`src/rtl/ppio_pkg.sv`:
```
package ppio_pkg;
    localparam int CTRL_W      = 16;
    localparam int CB_OUT_ACT  = 12;
    localparam int CB_IN_ACT   = 11;
    localparam int CB_MSK_IN   = 7;
    localparam int CB_MSK_OUT  = 6;
    localparam logic [CTRL_W-1:0] CTRL_RST = 16'h1800;
    localparam int STB_IN  = 0;
    localparam int STB_OUT = 1;
    localparam int NSTB    = 2;

    typedef struct packed {
        logic out_act;
        logic in_act;
        logic msk_in;
        logic msk_out;
    } ppio_mode_t;

    function automatic ppio_mode_t decode_ctrl(input logic [CTRL_W-1:0] c);
        ppio_mode_t m;
        m.out_act = c[CB_OUT_ACT];
        m.in_act  = c[CB_IN_ACT];
        m.msk_in  = c[CB_MSK_IN];
        m.msk_out = c[CB_MSK_OUT];
        return m;
    endfunction
endpackage

```
`src/rtl/ppio_strobe_det.sv`:
```
module ppio_strobe_det #(
    parameter int SYNC_STAGES = 2
) (
    input  logic clk,
    input  logic rst,
    input  logic strb_n,
    output logic fall
);
    logic [SYNC_STAGES:0] sync_q;

    always_ff @(posedge clk) begin
        if (rst) sync_q <= '1;
        else     sync_q <= {sync_q[SYNC_STAGES-1:0], strb_n};
    end

    assign fall = sync_q[SYNC_STAGES] & ~sync_q[SYNC_STAGES-1];


    single_pulse_chk: assert property (@(posedge clk) disable iff (rst)
        fall |=> !fall);
endmodule

```
`src/rtl/ppio_pinmux.sv`:
```
module ppio_pinmux
    import ppio_pkg::*;
(
    input  ppio_mode_t  mode,
    input  logic [2:0]  addr,
    input  logic        in_full,
    input  logic        out_empty,
    output logic [2:0]  sel_out,
    output logic [2:0]  sel_oe
);
    logic both_passive;
    assign both_passive = ~mode.in_act & ~mode.out_act;

    always_comb begin
        sel_oe[2]  = mode.in_act & mode.out_act;
        sel_oe[1]  = mode.out_act;
        sel_oe[0]  = 1'b1;
        sel_out[2] = addr[2];
        sel_out[1] = addr[1];
        sel_out[0] = both_passive ? (in_full | out_empty) : addr[0];
    end
endmodule

```
`src/rtl/ppio_port.sv`:
```
module ppio_port
    import ppio_pkg::*;
#(
    parameter int DW          = 16,
    parameter int SYNC_STAGES = 2
) (
    input  logic              clk,
    input  logic              rst,
    input  logic              cfg_we,
    input  logic [CTRL_W-1:0] cfg_wdata,
    output logic [CTRL_W-1:0] ctrl_q,
    input  logic              core_in_rd,
    output logic [DW-1:0]     core_in_data,
    input  logic              core_out_we,
    input  logic [DW-1:0]     core_out_wdata,
    input  logic              ack_in,
    input  logic              ack_out,
    output logic              irq_in,
    output logic              irq_out,
    output logic              in_full,
    output logic              out_empty,
    input  logic              act_out_cycle,
    input  logic [2:0]        act_port_addr,
    input  logic              in_strb_n,
    input  logic              out_strb_n,
    input  logic              sel_ce_n,
    input  logic              sel_stat,
    output logic [2:0]        sel_out,
    output logic [2:0]        sel_oe,
    input  logic [DW-1:0]     bus_in,
    output logic [DW-1:0]     bus_out,
    output logic              bus_oe
);
    localparam int STAT_PAD = DW - 2;

    ppio_mode_t     mode;
    logic [NSTB-1:0] strb_n_v;
    logic [NSTB-1:0] fall_v;
    logic           in_evt, out_evt, out_data_rd;
    logic [DW-1:0]  in_reg, out_reg, status_w;

    assign mode     = decode_ctrl(ctrl_q);
    assign strb_n_v[STB_IN]  = in_strb_n;
    assign strb_n_v[STB_OUT] = out_strb_n;

    for (genvar g = 0; g < NSTB; g++) begin : g_det
        ppio_strobe_det #(.SYNC_STAGES(SYNC_STAGES)) u_det (
            .clk(clk), .rst(rst), .strb_n(strb_n_v[g]), .fall(fall_v[g])
        );
    end

    assign in_evt      = fall_v[STB_IN]  & ~mode.in_act  & ~sel_ce_n;
    assign out_evt     = fall_v[STB_OUT] & ~mode.out_act & ~sel_ce_n;
    assign out_data_rd = out_evt & ~sel_stat;

    always_ff @(posedge clk) begin
        if (rst) begin
            ctrl_q    <= CTRL_RST;
            in_reg    <= '0;
            out_reg   <= '0;
            in_full   <= 1'b0;
            out_empty <= 1'b1;
            irq_in    <= 1'b0;
            irq_out   <= 1'b0;
        end else begin
            if (cfg_we) ctrl_q <= cfg_wdata;
            if (in_evt) begin
                in_reg  <= bus_in;
                in_full <= 1'b1;
            end else if (core_in_rd) begin
                in_full <= 1'b0;
            end
            if (core_out_we) out_reg <= core_out_wdata;
            if (out_data_rd)      out_empty <= 1'b1;
            else if (core_out_we) out_empty <= 1'b0;
            if (in_evt && mode.msk_in)        irq_in <= 1'b1;
            else if (ack_in)                  irq_in <= 1'b0;
            if (out_evt && mode.msk_out)      irq_out <= 1'b1;
            else if (ack_out)                 irq_out <= 1'b0;
        end
    end

    assign core_in_data = in_reg;
    assign status_w     = {{STAT_PAD{1'b0}}, out_empty, in_full};
    assign bus_oe  = mode.out_act ? act_out_cycle : (~sel_ce_n & ~out_strb_n);
    assign bus_out = (~mode.out_act & sel_stat) ? status_w : out_reg;

    ppio_pinmux u_mux (
        .mode(mode), .addr(act_port_addr), .in_full(in_full),
        .out_empty(out_empty), .sel_out(sel_out), .sel_oe(sel_oe)
    );


    ce_gate_chk: assert property (@(posedge clk) disable iff (rst)
        $rose(in_full) |-> !$past(sel_ce_n));

    in_clr_chk: assert property (@(posedge clk) disable iff (rst)
        ($past(core_in_rd) && !$past(in_evt)) |-> !in_full);

    obe_clr_chk: assert property (@(posedge clk) disable iff (rst)
        ($past(core_out_we) && !$past(out_data_rd)) |-> !out_empty);

    pend_mask_chk: assert property (@(posedge clk) disable iff (rst)
        $rose(irq_in) |-> $past(ctrl_q[CB_MSK_IN]));

    bus_drive_chk: assert property (@(posedge clk) disable iff (rst)
        (bus_oe && !act_out_cycle) |-> !out_strb_n);
endmodule

```
`config.mk`:
```
export PLATFORM = sky130hd
export DESIGN_NAME = ppio_port
export DESIGN_NICKNAME = d
export VERILOG_FILES = /design/src/rtl/ppio_pkg.sv /design/src/rtl/ppio_strobe_det.sv /design/src/rtl/ppio_pinmux.sv /design/src/rtl/ppio_port.sv
export SDC_FILE = /design/constraint.sdc
export NUM_CORES = 1
export LEC_CHECK = 0
export BUFFER_PORTS_ARGS = -buffer_cell sky130_fd_sc_hd__buf_4
export CAP_MARGIN = 20
export CORE_ASPECT_RATIO = 0.5
export CORE_MARGIN = 10
export CORE_UTILIZATION = 40
export CTS_CLUSTER_SIZE = 40
export DETAILED_ROUTE_END_ITERATION = 7
export GPL_TIMING_DRIVEN = 0
export PLACE_DENSITY = 0.74
export SYNTH_ARGS = -nofsm -noshare
export SYNTH_HDL_FRONTEND = slang
export SYNTH_SLANG_ARGS = --single-unit
```
`constraint.sdc`:
```
create_clock -name clk -period 1.25 [get_ports clk]
set_input_delay 0.375 -clock clk [delete_from_list [all_inputs] [get_ports clk]]
set_output_delay 0.375 -clock clk [all_outputs]
set_load 0.1 [all_outputs]
```
# Word-level counts from Yosys, hierarchy flattened

Cells that the tools add are included.

Logic and storage cells: 43
Register bits after elaboration: 58
Bits of input ports: 63
Output and inout port bits: 59

Reductions and logical operators: 6
Bitwise logic cells: 19
Multiplexer cells: 9

Operator list:

| kind              | number |
|---|---|
| $mux 16           | 1 |
| $and 1x1->1       | 11 |
| $mux 1            | 8 |
| $not 1->1         | 7 |
| $reduce_bool 2->1 | 3 |
| $logic_and 1x1->1 | 2 |
| $reduce_or 2->1   | 1 |
| $or 1x1->1        | 1 |

# Logic depth before layout (Yosys ltp)

Gate-level depths: netlist (run 1).

Word-level depth: 6
Gate-level depth with buffers: 4
Gate-level depth less buffers: 2

# Hierarchy

A second synthesis (run 1) with hierarchy kept.

Cells, all modules: 232
Area, all modules: 2392.3 um2

By module, submodules not included:

| module          | area an instance (um2) | instances | cells an instance | seq. area each (um2) |
|---|---|---|---|---|
| ppio_port       | 2164.6                 | 1         | 209               | 1041.0 |
| ppio_strobe_det | 85.1                   | 2         | 7                 | 60.1 |
| ppio_pinmux     | 57.6                   | 1         | 9                 | 0.0 |

# Worst setup path after synthesis (run 1)

Ideal clock, no wire load.

Path type: register to output
From: register out_empty
To: output port sel_out[0]
Slack: -2.466 ns
Data required time: 0.875 ns
Arrival time: 3.341 ns
Path buffers: 0
Stages on the path, launching flop included: 3
Cells stage by stage: dfxtp_1 -> nor2_1 -> o31ai_1

Longest elaborated chain between the ends: 2

RTL lines:

| item                   | RTL line          | RTL |
|---|---|---|
| from (decl)            | ppio_port.sv:21   | `output logic out_empty,` |
| from (signal assigned) | ppio_port.sv:62   | `out_empty <= 1'b1;` |
| from (signal assigned) | ppio_port.sv:74   | `if (out_data_rd) out_empty <= 1'b1;` |
| from (signal assigned) | ppio_port.sv:75   | `else if (core_out_we) out_empty <= 1'b0;` |
| $or 1x1->1             | ppio_pinmux.sv:20 | `sel_out[0] = both_passive ? (in_full \| out_empty) : addr[0];` |
| $mux 1                 | ppio_pinmux.sv:20 |  |
| to (decl)              | ppio_port.sv:28   | `output logic [2:0] sel_out,` |

Every way passes these cells.

# Final worst setup path (run 1)

From: register ctrl_q[12]
To: output port bus_oe

Longest elaborated chain between the ends: 1

RTL lines:

| item                   | RTL line        | RTL |
|---|---|---|
| from (decl)            | ppio_port.sv:11 | `output logic [CTRL_W-1:0] ctrl_q,` |
| from (signal assigned) | ppio_port.sv:66 | `if (cfg_we) ctrl_q <= cfg_wdata;` |
| $mux 1                 | ppio_port.sv:85 | `assign bus_oe = mode.out_act ? act_out_cycle : (~sel_ce_n & ~out_strb_n);` |
| to (decl)              | ppio_port.sv:32 | `output logic bus_oe` |

Every way passes these cells.

==> results of run 1 <==
==> path summary, 6_finish.rpt <==
path / endpoint / depth (start not counted) / start
worst max-delay path: bus_oe / 4 / ctrl_q[12]$_SDFFE_PP1P_
worst min-delay path: g_det[0].u_det.sync_q[0]$_SDFF_PP1_ / 2 / in_strb_n
worst max register to register: out_empty$_SDFFE_PP1P_ / 3 / ctrl_q[12]$_SDFFE_PP1P_
worst min register to register: g_det[0].u_det.sync_q[1]$_SDFF_PP1_ / 1 / g_det[0].u_det.sync_q[0]$_SDFF_PP1_
==> worst max-delay path, cell delays in order (launching register included) <==
cell and delay [ns]:
dfxtp_4 0.35, buf_4 0.13, buf_8 0.12, o31ai_4 0.22
buf_12 0.21
==> routing by layer <==
layer  up-vias  wire length (um)  share of wire (%)
met2        81              4430                 54
met1      1000              2870                 35
met3        12               685                8.4
li1       1017                 -                  -
met5         -                 0                  0
met4         0               168                2.1
==> metrics by stage <==
step	hold WS (ns)	area, um2	worst slack (ns)	TNS, ns
4_1_cts	0.235	4410	-0.457	-8.55
5_1_grt	0.233	4590	-0.518	-10.56
3_5_place_dp	0.403	3490	-0.323	-9.74
2_1_floorplan	0.389	2530	-0.609	-7.77
3_3_place_gp	0.394	3490	-0.321	-8.78
6_report	0.243	4590	-0.493	-9.30
==> cell families (layout without fill, tap and decap cells) <==
kind of cell / Yosys count / after routing / synth area share [%]
AOI/OAI and AO/OA: 7 / 7 / 2.27
muxes: 50 / 50 / 21.2
other: 1 / 1 / 0.158
and+or+nand+nor: 93 / 93 / 21.6
buffers and inverters: 22 / 160 / 5.80
DFF: 58 / 58 / 49.0
==> timing repair <==
action                                 4_1_cts  5_1_grt
pin swaps                                    0        2
endpoints found under the hold margin        0        0
setup endpoints to repair                   65       63
resized for setup                          142       36
buffers inserted                             6        3
==> synthesized netlist by cell type <==
master / count / area (um2)
dfxtp_1: 58 / 1160
mux2i_1: 48 / 480
nand2b_1: 34 / 213
nor2_1: 31 / 116
and2_1: 14 / 87.6
buf_2: 7 / 35.0
buf_4: 6 / 45.0
or2_2: 6 / 37.5
clkbuf_1: 4 / 15.0
inv_1: 3 / 11.3
nand2_1: 3 / 11.3
mux2_2: 2 / 22.5
o31ai_1: 2 / 15.0
a31o_2: 1 / 8.76
and2_2: 1 / 7.51
buf_12: 1 / 20.0
buf_6: 1 / 11.3
conb_1: 1 / 3.75
nor2b_1: 1 / 6.26
nor3b_1: 1 / 7.51
nor4b_2: 1 / 15.0
o21a_1: 1 / 7.51
o21ai_0: 1 / 5.00
o221ai_1: 1 / 8.76
o32ai_1: 1 / 8.76
or4b_1: 1 / 10.0
==> area by class of cell <==
type	instances	area (um2)	area share (%)
inverter	3	11.3	0.245
timing repair buffer	123	1650	35.9
sequential	58	1230	26.7
buffer	19	140	3.05
tap	73	91.3	1.99
multi-input combinational	151	1180	25.7
clock inverter	2	10.0	0.218
clock buffer	13	280	6.11
==> where the power goes <==
part           internal [mW]  total (mW)  switching [mW]
combinational          0.595        1.46           0.864
clock                   1.54        2.31           0.776
sequential              1.92        1.99          0.0674
total                   4.05        5.76            1.71
==> flow_summary.yaml, run 1 <==
timing:
  hold_violations: 0
  finalSetupViolations: 25
  fin_crit_sh_pct: 139
  rsz0062_at_grt: "true"
  skew_ns: 0.00395
  drv_slew: 0
  max_freq_mhz: 574
  finalCriticalPeriod_ns: 1.74
  setup_ws_ns: -0.493
synth:
  synth_area_um2: 2370
  synth.avg_cell_area_um2: 10.3
  syn_nets: 294
  synth-seq-cells: 58
  synth.distinct_cells: 26
  ys_seq_area_share_pct: 49.0
  ys_warn_count: 0
  syn_inst: 231
drt:
  firstDrtPassIters: 4
  wire_per_inst_um: 18.4
  drt-initial-drc-count: 99
  drc: 0
  drt_wl_total_um: 8150
  vias_per_cell: 4.77
  vias: 2110
  ant_nets: 0
clock_tree:
  cts_hold_buf: 0
  clockBufferDepth: 2
  numCtsBuffers: 9
  insertion_delay_ns: 0.32
  cts_root_buf: "clkbuf_16"
  cts_sinks: 58
  tritoncts: "done"
  cts.clk_slew.worst_paths_ns: 0.05
  cts_max_level: 3
global_route:
  grt_pass1_vias: 2348
  grt_use_met1_pct: 15.7
  track_usage_pct: 16.0
  use_met3_pct: 7.30
  use_met2_pct: 29.6
  overflow: 0
  grt_pass1_wl_um: 12100
  antenna_found_initial: 0
  grt_max_degree: 11
  top_usage_layer: "met2"
final_layout:
  fillerInstances: 292
  final_layout_size_suffix_gt1_share_pct: 60.2
  instances_no_fill: 442
  fin_nets: 428
  final_common_cell: "buf_4"
  final_util_pct: 81.8
  area_delta_synth_final_pct: 93.6
  most-common-layout-cells: "buf_4, buf_12, mux2i_1, nand2b_1, nor2_1"
  antenna_cells: 0
critical_path:
  cp.required_ns: 0.88
  crit_path_start_kind: "flip-flop"
  criticalPathCategory: "reg2out"
  cp.arrival_ns: 1.37
  cp-end-kind: "primary output"
  crit_fanout: 4
  rrSetupSlack_ns: -0.01
floorplan:
  pin_count: 122
  die_h_um: 74.4
  start_util_pct: 42.3
  dieArea_um2: 9590
  rows: 19
  die-width_um: 129
  core_um2: 5610
flow_run:
  drv_cap: 0
power_and_ir_drop:
  ir_drop_v: 0.000647
  power.total_mw: 5.76
  p_leak_nw: 2.04
  power.density_nw_per_um2: 1250
outcome:
  violations: "setup timing"
  run_status: "finished, violations left"
placed_design:
  place_congestion: 0.764
  dp.cells: 419
  place_hpwl_um: 5280
  io_buffers: 115
worst_hold_path:
  min_path_type: "in2reg"
(Power assumes the default switching activity.)
==> run 2, diff against run 1 <==
- SETUP_SLACK_MARGIN: not set -> 0.2
==> run 2 against run 1 <==
Compared with the run above:
- the flow still finishes with violations (setup timing)
- flip-flop and latch count unchanged
- sequential share of layout area fell by 1.3 points
- combinational power rose by 3%
- fmax increased by 1.2%
- clock-buffer cell count grew 1
- sequential power about the same
- first-iteration DRC count is 1.0% higher
- worst setup slack improved by 0.020 ns
- global-route usage is 1.8 points higher
- clock skew rose by 0.0020 ns
- hold slack got worse by 0.0070 ns
- register-to-register slack worse by 0.16 ns
- critical endpoint is now bus_out[0]
==> flow_summary.yaml, run 2 (synthesis gave the netlist of run 1 again) <==
global_route:
  grt_pass1_wl_um: 13300
  grt_pass1_vias: 2513
  grt_max_degree: 11
  track_usage_pct: 17.8
  overflow: 0
  antenna_found_initial: 0
critical_path:
  cp.arrival_ns: 1.35
  slowest_stage: "dfxtp_4"
  crit_fanout: 6
  slowest_delay_ns: 0.35
  criticalPathCategory: "reg2out"
  cp-end-kind: "primary output"
  path_cells: "nand2b_4 -> mux2_4 -> buf_12"
  cp.required_ns: 0.88
  crit_path_start_kind: "flip-flop"
placed_design:
  placed_cell_area_um2: 3520
  place_hpwl_um: 5280
  place_congestion: 0.727
  io_buffers: 115
final_layout:
  final_util_pct: 85.5
  antenna_cells: 0
  fin_nets: 444
  most-common-layout-cells: "buf_4, buf_12, mux2i_1, nand2b_1, dfxtp_2"
  area_delta_synth_final_pct: 102
  stdcell_area_um2: 4800
  final_layout_size_suffix_gt1_share_pct: 61.1
  final_common_cell: "buf_4"
floorplan:
  die_h_um: 74.4
  rows: 19
  die-width_um: 129
  core_um2: 5610
  pin_count: 122
  start_util_pct: 42.3
  dieArea_um2: 9590
timing:
  rsz0062_at_grt: "true"
  hold_violations: 0
  finalCriticalPeriod_ns: 1.72
  fin_crit_sh_pct: 138
  skew_ns: 0.00596
  setup_tns_ns: -10.88
  setup_ws_ns: -0.473
  finalSetupViolations: 41
  drv_slew: 0
  max_freq_mhz: 580
clock_tree:
  cts.clk_slew.worst_paths_ns: 0.05
  clockBufferDepth: 2
  cts_sinks: 58
  tritoncts: "done"
  insertion_delay_ns: 0.32
  numCtsBuffers: 9
  cts_max_level: 3
  cts_root_buf: "clkbuf_16"
power_and_ir_drop:
  switching_share_pct: 29.4
  p_comb_share_pct: 25.4
  switchingPower_mw: 1.75
  power.density_nw_per_um2: 1240
  p_leak_nw: 2.15
  p_int_mw: 4.21
  pwr-share-seq_pct: 33.4
  ir_drop_v: 0.000770
  clockPowerShare_pct: 41.2
  power.total_mw: 5.96
drt:
  vias: 2213
  wire_per_inst_um: 18.9
  ant_nets: 0
  drt-initial-drc-count: 100
  drc: 0
  firstDrtPassIters: 4
  vias_per_cell: 4.82
  drt_wl_total_um: 8670
outcome:
  violations: "setup timing"
  run_status: "finished, violations left"
worst_hold_path:
  min_path_type: "in2reg"
flow_run:
  drv_cap: 0
==> run 2: cell count changes in the layout (fill, tap and decap cells not counted), moves of 3 or more <==
cell / before / now
clkbuf_8: 5 / 2
dfxtp_2: 28 / 31
dfxtp_4: 8 / 5
buf_6: 3 / 9
buf_4: 68 / 77
buf_12: 57 / 60
==> run 2: critical path: cells and delay by family, from the launching register on <==
family | cells | cell delay [ns]
buffers and inverters | 1 | 0.17
AND/OR/NAND/NOR | 1 | 0.18
multiplexers | 1 | 0.33
flip-flops | 1 | 0.35
==> run 2: power by group through the flow <==
stage | Combinational, mW | Clock [mW] | Sequential, mW
global placement | 1.19 | 0 | 2.01
global route | 1.57 | 2.58 | 2.00
floorplan | 0.627 | 0 | 2.27
CTS | 1.47 | 2.47 | 1.99
finish | 1.51 | 2.45 | 1.99
detailed placement | 1.21 | 0 | 2.02
==> run 2: timing repair <==
action	in CTS	in global routing
gates cloned	1	0
resized for setup	178	7
setup buffers	14	9
endpoints found under the setup margin	78	77
hold buffers	0	0
pin swaps	1	0
==> run 2: worst paths after layout <==
kind	start	endpoint	slack (ns)	depth (start not counted)
hold reg to reg	g_det[1].u_det.sync_q[0]$_SDFF_PP1_	g_det[1].u_det.sync_q[1]$_SDFF_PP1_	0.42	1
hold / removal	in_strb_n	g_det[0].u_det.sync_q[0]$_SDFF_PP1_	0.24	2
setup reg to reg	ctrl_q[11]$_SDFFE_PP1P_	core_in_data[0]$_SDFFE_PP0P_	-0.17	6
setup / recovery	ctrl_q[12]$_SDFFE_PP1P_	bus_out[0]	-0.47	3
==> run 2: final cells by class <==
type | instances | area (um2)
multi-input combinational | 151 | 1190
timing repair buffer | 139 | 1830
fill | 264 | 812
tap | 73 | 91.3
sequential | 58 | 1220
buffer | 19 | 164
clock inverter | 2 | 35.0
clock buffer | 14 | 264
inverter | 3 | 11.3
==> run 2: metal layers <==
metal,vias to the layer above,global-route usage [%],routed length [um]
met5,-,0,0
met4,0,7.38,202
met3,17,7.23,652
met2,74,34.2,4750
met1,1072,16.9,3060
li1,1050,-,-
==> run 2: metrics by stage <==
stage / worst slack [ns] / hold slack [ns] / cells
6_report: -0.473 / 0.236 / 459
5_1_grt: -0.513 / 0.228 / 459
2_1_floorplan: -0.609 / 0.389 / 231
4_1_cts: -0.478 / 0.228 / 450
3_3_place_gp: -0.326 / 0.393 / 419
3_5_place_dp: -0.343 / 0.400 / 419
